## src/rtl/rtc_trim_pkg.sv

```systemverilog
package rtc_trim_pkg;
  localparam int ADIV_W  = 7;
  localparam int SDIV_W  = 15;
  localparam int MAG_W   = 5;
  localparam int MIN_ADIV = 6;

  typedef struct packed {
    logic [ADIV_W-1:0] adiv;
    logic [SDIV_W-1:0] sdiv;
    logic              neg;
    logic [MAG_W-1:0]  mag;
  } trim_cfg_t;

  // correction budget for one second: 0 none, 1 drop, 2 insert twice
  function automatic logic [1:0] corr_amount(input logic valid, input logic neg,
                                             input logic [MAG_W-1:0] mag,
                                             input logic first_sec,
                                             input int unsigned minute);
    if (valid && first_sec && (minute < 2 * int'(mag)))
      return neg ? 2'd1 : 2'd2;
    return 2'd0;
  endfunction
endpackage

```

## src/rtl/rtc_async_stage.sv

```systemverilog
module rtc_async_stage #(
  parameter int DIV_W = 7
) (
  input  logic             clk,
  input  logic             rst_n,
  input  logic             ref_en,
  input  logic             hold,
  input  logic [DIV_W-1:0] div,
  input  logic             neg,
  input  logic [1:0]       corr_left,
  output logic             apre_tick,
  output logic             corr_used
);
  logic [DIV_W-1:0] cnt_q;
  logic run, wrap, inject, mask;

  assign run    = ref_en && !hold;
  assign wrap   = (cnt_q == div);
  assign inject = run && !wrap && !neg && (corr_left != 2'd0);
  assign mask   = run && wrap && neg && (corr_left != 2'd0);
  assign apre_tick = (run && wrap && !mask) || inject;
  assign corr_used = inject || mask;

  always_ff @(posedge clk or negedge rst_n) begin
    if (!rst_n)     cnt_q <= '0;
    else if (hold)  cnt_q <= '0;
    else if (run)   cnt_q <= wrap ? '0 : cnt_q + 1'b1;
  end

  AST_ASYNC_IN_RANGE: assert property (@(posedge clk) disable iff (!rst_n)
    !hold |=> (cnt_q <= $past(div))) else $error("async count out of range");
  AST_ASYNC_HELD: assert property (@(posedge clk) disable iff (!rst_n)
    hold |=> (cnt_q == '0)) else $error("async stage not held");
endmodule

```

## src/rtl/rtc_sync_stage.sv

```systemverilog
module rtc_sync_stage #(
  parameter int DIV_W = 15
) (
  input  logic             clk,
  input  logic             rst_n,
  input  logic             hold,
  input  logic             apre_tick,
  input  logic [DIV_W-1:0] div,
  output logic             spre_tick
);
  logic [DIV_W-1:0] cnt_q;

  assign spre_tick = apre_tick && (cnt_q == div);

  always_ff @(posedge clk or negedge rst_n) begin
    if (!rst_n)          cnt_q <= '0;
    else if (hold)       cnt_q <= '0;
    else if (apre_tick)  cnt_q <= spre_tick ? '0 : cnt_q + 1'b1;
  end

  AST_SYNC_HELD: assert property (@(posedge clk) disable iff (!rst_n)
    hold |=> (cnt_q == '0)) else $error("sync stage not held");
endmodule

```

## src/rtl/rtc_trim_sequencer.sv

```systemverilog
module rtc_trim_sequencer
  import rtc_trim_pkg::*;
#(
  parameter int SECS_PER_MIN  = 60,
  parameter int MIN_PER_CYCLE = 64
) (
  input  logic       clk,
  input  logic       rst_n,
  input  logic       hold,
  input  logic       spre_tick,
  input  logic       corr_used,
  input  logic       valid,
  input  logic       neg,
  input  logic [MAG_W-1:0] mag,
  output logic [1:0] corr_left
);
  localparam int SEC_W = (SECS_PER_MIN  > 1) ? $clog2(SECS_PER_MIN)  : 1;
  localparam int MIN_W = (MIN_PER_CYCLE > 1) ? $clog2(MIN_PER_CYCLE) : 1;

  logic [SEC_W-1:0] sec_q, sec_nx;
  logic [MIN_W-1:0] min_q, min_nx;
  logic             last_sec;

  assign last_sec = (int'(sec_q) == SECS_PER_MIN - 1);
  assign sec_nx   = last_sec ? '0 : sec_q + 1'b1;
  assign min_nx   = !last_sec ? min_q :
                    (int'(min_q) == MIN_PER_CYCLE - 1) ? '0 : min_q + 1'b1;

  always_ff @(posedge clk or negedge rst_n) begin
    if (!rst_n) begin
      sec_q <= '0; min_q <= '0; corr_left <= 2'd0;
    end else if (hold) begin
      sec_q <= '0; min_q <= '0;
      corr_left <= corr_amount(valid, neg, mag, 1'b1, 0);
    end else if (spre_tick) begin
      sec_q <= sec_nx; min_q <= min_nx;
      corr_left <= corr_amount(valid, neg, mag, sec_nx == '0, int'(min_nx));
    end else if (corr_used && corr_left != 2'd0) begin
      corr_left <= corr_left - 2'd1;
    end
  end

  AST_SEC_RANGE: assert property (@(posedge clk) disable iff (!rst_n)
    int'(sec_q) < SECS_PER_MIN) else $error("second counter out of range");
  AST_MIN_RANGE: assert property (@(posedge clk) disable iff (!rst_n)
    int'(min_q) < MIN_PER_CYCLE) else $error("minute counter out of range");
  AST_MINUTE_HELD: assert property (@(posedge clk) disable iff (!rst_n)
    hold |=> (sec_q == '0 && min_q == '0)) else $error("minute counters not held");
  AST_NEG_BUDGET: assert property (@(posedge clk) disable iff (!rst_n)
    (!hold && neg) |-> corr_left <= 2'd1) else $error("drop budget above one");
  AST_INVALID_NO_CORR: assert property (@(posedge clk) disable iff (!rst_n)
    (!hold && !valid) |-> corr_left == 2'd0) else $error("trim active while invalid");
endmodule

```

## src/rtl/rtc_trim_prescaler.sv

```systemverilog
module rtc_trim_prescaler
  import rtc_trim_pkg::*;
#(
  parameter int SECS_PER_MIN  = 60,
  parameter int MIN_PER_CYCLE = 64
) (
  input  logic              clk,
  input  logic              rst_n,
  input  logic              ref_en,
  input  logic              init_mode,
  input  logic [ADIV_W-1:0] async_div,
  input  logic [SDIV_W-1:0] sync_div,
  input  logic              trim_neg,
  input  logic [MAG_W-1:0]  trim_mag,
  output logic              apre_tick,
  output logic              spre_tick,
  output logic              cfg_invalid
);
  trim_cfg_t cfg_q, cfg_in, cfg_eff;
  logic      valid, corr_used;
  logic [1:0] corr_left;

  assign cfg_in  = '{adiv: async_div, sdiv: sync_div, neg: trim_neg, mag: trim_mag};
  assign cfg_eff = init_mode ? cfg_in : cfg_q;
  assign valid   = (int'(cfg_eff.adiv) >= MIN_ADIV);
  assign cfg_invalid = !valid;

  always_ff @(posedge clk or negedge rst_n) begin
    if (!rst_n)         cfg_q <= '{adiv: 7'd127, sdiv: 15'd255, neg: 1'b0, mag: '0};
    else if (init_mode) cfg_q <= cfg_in;
  end

  rtc_async_stage #(.DIV_W(ADIV_W)) u_async (
    .clk(clk), .rst_n(rst_n), .ref_en(ref_en), .hold(init_mode),
    .div(cfg_eff.adiv), .neg(cfg_eff.neg), .corr_left(corr_left),
    .apre_tick(apre_tick), .corr_used(corr_used));

  rtc_sync_stage #(.DIV_W(SDIV_W)) u_sync (
    .clk(clk), .rst_n(rst_n), .hold(init_mode), .apre_tick(apre_tick),
    .div(cfg_eff.sdiv), .spre_tick(spre_tick));

  rtc_trim_sequencer #(.SECS_PER_MIN(SECS_PER_MIN), .MIN_PER_CYCLE(MIN_PER_CYCLE)) u_seq (
    .clk(clk), .rst_n(rst_n), .hold(init_mode), .spre_tick(spre_tick),
    .corr_used(corr_used), .valid(valid), .neg(cfg_eff.neg), .mag(cfg_eff.mag),
    .corr_left(corr_left));

  AST_QUIET_IN_INIT: assert property (@(posedge clk) disable iff (!rst_n)
    init_mode |-> (!apre_tick && !spre_tick)) else $error("tick during init");
  AST_CFG_FROZEN: assert property (@(posedge clk) disable iff (!rst_n)
    (!init_mode && $past(!init_mode)) |-> $stable(cfg_q)) else $error("settings changed outside init");
  AST_SECOND_ON_TICK: assert property (@(posedge clk) disable iff (!rst_n)
    spre_tick |-> (apre_tick && ref_en)) else $error("second tick without stage tick");
endmodule

```

## config.mk

```make
export PLATFORM = sky130hd
export DESIGN_NAME = rtc_trim_prescaler
export DESIGN_NICKNAME = d
export VERILOG_FILES = /design/src/rtl/rtc_trim_pkg.sv /design/src/rtl/rtc_async_stage.sv /design/src/rtl/rtc_sync_stage.sv /design/src/rtl/rtc_trim_sequencer.sv /design/src/rtl/rtc_trim_prescaler.sv
export SDC_FILE = /design/constraint.sdc
export NUM_CORES = 1
export LEC_CHECK = 0
export CAP_MARGIN = 0
export CORE_MARGIN = 2
export CORE_UTILIZATION = 40
export DETAILED_ROUTE_END_ITERATION = 8
export PLACE_DENSITY_LB_ADDON = 0.12
export SLEW_MARGIN = 10
export SYNTH_ARGS = -nofsm -noshare
export SYNTH_HDL_FRONTEND = slang
export SYNTH_SLANG_ARGS = --single-unit
```

## constraint.sdc

```tcl
create_clock -name clk -period 7.3 [get_ports clk]
set_clock_uncertainty 0.05 [all_clocks]
set_input_delay 1.46 -clock clk [delete_from_list [all_inputs] [get_ports clk]]
set_output_delay 1.46 -clock clk [all_outputs]
set_load 0.005 [all_outputs]
```

After elaboration in Yosys (flattened, before gate mapping)
Cells that the tools add are included.
- shift-type cells: 0
- $lt $le $gt $ge: 3
- div/mod/pow operators: 0
- bitwise logic cells: 0
- reductions and logical operators: 26
- multiply operators: 0
- equal/unequal tests: 4
- add/subtract/negate cells: 5
- mux-type cells: 27
- operators by type and width (operator ; number):
    $mux W15 ; 3
    $mux W6 ; 7
    $mux W28 ; 1
    $mux W7 ; 3
    $mux W2 ; 8
    $add A15 B1 Y15 const B ; 1
    $eq A15 B15 Y1 ; 1
    $logic_and A1 B1 Y1 ; 13
    $add A6 B1 Y6 const B ; 2
    $reduce_bool A2 Y1 ; 4
    $add A7 B1 Y7 const B ; 1
    $eq A7 B7 Y1 ; 1
    $ge A7 B3 Y1 const B ; 1
    $eq A6 B1 Y1 const B ; 1
    $eq A6 B4 Y1 const B ; 1
    $logic_not A6 Y1 ; 1
    $lt A1 B6 Y1 const A ; 1
    $lt A6 B6 Y1 ; 1
    $logic_not A1 Y1 ; 5
    $mux W1 ; 5
    $reduce_bool A3 Y1 ; 1
    $logic_or A1 B1 Y1 ; 2
    $sub A2 B1 Y2 const B ; 1
- output and inout port bits: 3
- bits in latches: 0
- RAM bits: 0
- memories kept: 0
- memory bits (read-only): 0
- flip-flop bits (word level): 64

Longest topological paths before layout
- depth in word-level cells: 14
- depth in mapped cells: 14

By module
Synthesis repeated with hierarchy kept, for this count alone.
- cell total of the unflattened synthesis: 350
- area total of the unflattened synthesis: 3774.9 sq um
- by module, submodules not included (module ; times used ; area an instance (sq um) ; sequential area each (sq um) ; cells each):
    rtc_trim_sequencer ; 1 ; 1114.8 ; 350.3 ; 138
    rtc_trim_prescaler ; 1 ; 1089.8 ; 719.4 ; 63
    rtc_sync_stage ; 1 ; 1077.3 ; 375.4 ; 101
    rtc_async_stage ; 1 ; 493.0 ; 175.2 ; 48

Worst setup path before layout
No wires, ideal clock.
- kind: input-to-output
- from: input port init_mode
- to: output port spre_tick
- slack: 2.781 ns
- stages: 8
- arrival time: 3.009 ns
- path through: buf_6 -> buf_6 -> mux2_2 -> xor2_1 -> nor4_2 -> nor4b_4 -> a21oi_1 -> nor3_1
- RTL lines (item ; line ; RTL):
    start: declaration ; rtc_trim_prescaler.sv:10 ; input logic init_mode,
    end: declaration ; rtc_trim_prescaler.sv:16 ; output logic spre_tick,

Worst setup path after layout
- from: input port init_mode
- to: output port apre_tick
- word-level cells in the longest chain between the ends: 8
- RTL lines (item ; line ; RTL):
    $mux W28 / $logic_not A1 Y1 (equally long branches) ; n/a ;
    $eq A7 B7 Y1 / $logic_and A1 B1 Y1 (equally long branches) ; rtc_async_stage.sv:18, rtc_async_stage.sv:17 ;
    $logic_and A1 B1 Y1 ; rtc_async_stage.sv:20, rtc_async_stage.sv:21 ;
    $logic_and A1 B1 Y1 (2 in series) ; rtc_async_stage.sv:20 ; assign mask = run && wrap && neg && (corr_left != 2'd0);
    $logic_not A1 Y1 ; rtc_async_stage.sv:21 ; assign apre_tick = (run && wrap && !mask) || inject;
    $logic_and A1 B1 Y1 ; rtc_async_stage.sv:21 ;
    $logic_or A1 B1 Y1 * ; rtc_async_stage.sv:21 ;
    end: declaration ; rtc_trim_prescaler.sv:15 ; output logic apre_tick,
Mark *: on every way between the ends. The rest lies on a longest branch, timed or not.

==> results.py <==
metrics = {
    "run_status": {
        "outcome": "complete, no violations",
    },
    "pwr": {
        "cellPowerDensity_nw_per_um2": 179,
        "switching_share_pct": 25.9,
        "sequentialPowerShare_pct": 49.2,
        "power.switching_w": 0.000203,
        "irDropWorstVdd_mv": 0.0894,
        "leakage_nw": 1.81,
        "pwr-share-clk_pct": 36.9,
        "intPower_w": 0.000581,
        "combPwrFrac_pct": 13.9,
    },
    "final_layout": {
        "nFillCells": 873,
        "layout-drive-gt1-share_pct": 15.2,
        "final_cells": 531,
        "area_growth_pct": 16.2,
        "design_area_um2": 4380,
        "finalCoreUtilization_pct": 47.6,
        "fin_nets": 457,
        "antennaDiodeCount": 0,
    },
    "logic_synthesis": {
        "ys_async_sr_fraction_pct": 100,
        "synth_area_per_cell_um2": 9.91,
        "synth_cells": 380,
        "ys_seq_elements": 64,
        "ys_seq_area_share_pct": 43.0,
        "synth_cell_type_count": 52,
        "synth.cell_area_um2": 3760,
        "yosysWarnings": 0,
        "syn_nets": 422,
        "synth_top_area_share_pct": 32.6,
        "synth_flop_cell": "dfrtp_1",
        "ys_top_cells_by_count": "dfrtp_1, nand2_1, inv_1",
        "ys_top_cells_by_area": "dfrtp_1, dfstp_2, mux2i_1, xnor2_1, mux2_2",
        "synth_edf_count": 0,
        "yosysMostFrequentCell": "dfrtp_1",
        "yosys.area.top_type": "dfrtp_1",
    },
    "global_routing": {
        "grt_pass1_vias": 2692,
        "track_usage_pct": 16.7,
        "grt_max_degree": 65,
        "grt_overflow": 0,
        "antenna_found_initial": 0,
        "grt_pass1_wl_mm": 13.3,
    },
    "sta": {
        "fmax_mhz": 184,
        "maxSlewHeadroom_pct": 44.3,
        "rsz0062_at_grt": "false",
        "finalSetupTns_ns": 0,
        "finalSetupViolations": 0,
        "finalCritPeriodShare_pct": 74.5,
        "drv_slew": 0,
        "worst_pin_slew_ns": 0.836,
        "period_needed_ns": 5.44,
        "setup_ws_ns": 1.86,
        "timing.final.hold_violations": 0,
    },
    "route": {
        "viasPerCell": 5.40,
        "route.detailed.drc": 0,
        "dr.pass1.iters": 4,
        "num_vias": 2866,
        "drt_iter0_markers": 131,
        "wl_per_cell_um": 15.1,
        "drtAntennaViolNets": 0,
        "drt-total-wl_mm": 8.04,
    },
    "clock_network": {
        "postCtsHoldBufs": 0,
        "cts-root-buf": "clkbuf_8",
        "post-cts-setup-buffer-count": 0,
        "cts_resized": 0,
        "numCtsBuffers": 9,
        "cts_sinks": 64,
        "cts_buffer_depth": 2,
        "h-tree-depth": 3,
        "tritoncts": "yes",
        "clk_latency_ns": 0.34,
        "clkTransAtPathRegs_ns": 0.08,
    },
    "setup_path": {
        "slowest_delay_ns": 0.52,
        "path_cells": "buf_2 > buf_4 > mux2i_1 > xnor2_1 > nor4_1 > a21oi_1 > buf_4 > inv_1 > clkdlybuf4s50_1",
        "worstSetupEndpointType": "output port",
        "critPathMostFrequentCell": "buf_4",
        "timing.rr.start": "u_seq.sec_q[0]",
        "crit_type": "in2out",
        "worst-path-max-fanout": 31,
        "cp_slowest_cell": "clkdlybuf4s50_1",
        "critPathLaunchType": "input pin",
        "worstPathArrival_ns": 3.93,
        "setup.worst_path.start": "init_mode",
        "critical_path_required_ns": 5.79,
    },
    "die": {
        "rows": 35,
        "die_area_um2": 10200,
        "core_um2": 9200,
        "pin_count": 35,
        "initial_core_util_pct": 40.9,
        "die_h_um": 101,
        "fp.dieW_um": 101,
    },
    "hold_path": {
        "holdCritStartpoint": "cfg_q[2]",
        "hold_class": "reg2reg",
    },
    "placement": {
        "port_buffers": 34,
        "place_area_um2": 4190,
        "dp_cells": 515,
        "place_ws_ns": 1.85,
        "gp_congestion": 0.829,
        "dpl.hpwl_mm": 5.64,
    },
    "job": {
        "maxCapViolations": 0,
    },
}
==> path summary, 6_finish.rpt <==
path | to | slack, ns | cells after the start
worst min-delay path | cfg_q[2] | 0.45 | 2
min in group asynchronous | u_async.cnt_q[1] | 1.23 | 2
worst min register to register | cfg_q[2] | 0.45 | 2
max in group asynchronous | u_seq.min_q[5] | 5.39 | 2
worst max-delay path | apre_tick | 1.86 | 9
worst max register to register | u_seq.corr_left[1] | 4.13 | 13
==> cell type report <==
cell class	instances	area, um2	area share (%)
multi-input cells	277	1970	45.1
repair buffers	39	368	8.41
clock buffers	14	173	3.95
flip-flops and latches	64	1620	37.0
well taps	111	139	3.17
clock inverters	2	12.5	0.286
inverters	24	90.1	2.06
==> placed cells by master, fill, tap and decap left out, types with 6 or more instances in the layout <==
cell | synthesis | final
nor2_1 | 22 | 22
nor4_1 | 6 | 6
nand2_1 | 32 | 32
clkdlybuf4s50_1 | 0 | 32
nor3_1 | 8 | 8
xor2_1 | 11 | 11
nand3_1 | 12 | 12
mux2i_1 | 19 | 19
ha_1 | 10 | 10
mux2_2 | 12 | 12
nand4_1 | 6 | 6
a21o_1 | 9 | 9
dfrtp_1 | 49 | 49
a21oi_1 | 23 | 23
o21ai_0 | 14 | 14
clkbuf_8 | 0 | 12
or3_1 | 9 | 9
dfstp_2 | 15 | 15
inv_1 | 24 | 24
xnor2_1 | 18 | 18
==> critical path: cells and delay by family <==
family,cells,cell delay (ns)
AO/OA/AOI/OAI,1,0.13
AND/OR/NAND/NOR,1,0.35
multiplexers,1,0.36
buffers and inverters,5,1.45
XOR/XNOR,1,0.17
==> sequential cells by signal, indices dropped and copies added (netlist names) <==
signal           count
u_seq.corr_left      2
cfg_q               28
u_seq.min_q          6
u_seq.sec_q          6
u_sync.cnt_q        15
u_async.cnt_q        7
==> routing by layer <==
metal	vias up	wire length, um	global-route usage, %
met3	10	371	3.81
met4	0	116	5.30
met5	-	0	0
li1	1415	-	-
met1	1388	4100	24.3
met2	53	3450	24.4
==> through the flow <==
step,total power (W),hold slack (ns)
final,0.000784,0.448
after global routing,0.000823,0.479
after CTS,0.000794,0.458
after detailed placement,0.000503,0.440
after global placement,0.000501,0.426
after floorplan,0.000462,0.403
==> logic make-up (layout without fill, tap and decap cells) <==
logic type,after synthesis,count (layout),share of synthesized area [%]
compound gates,68,68,11.3
mux,34,34,9.84
xor+xnor,29,29,6.75
buf+inv,39,79,4.55
fa+ha+maj,10,10,3.32
flops,64,64,43.0
simple gates,136,136,21.2
==> power groups by stage <==
stage	clock network [W]	registers, W	logic [W]
after CTS	0.000297	0.000386	0.000111
after detailed placement	0	0.000392	0.000110
after global placement	0	0.000392	0.000109
after floorplan	0	0.000391	0.0000713
after global routing	0.000314	0.000388	0.000121
final	0.000289	0.000386	0.000109
Note: power is estimated with default switching activity, not from simulation.
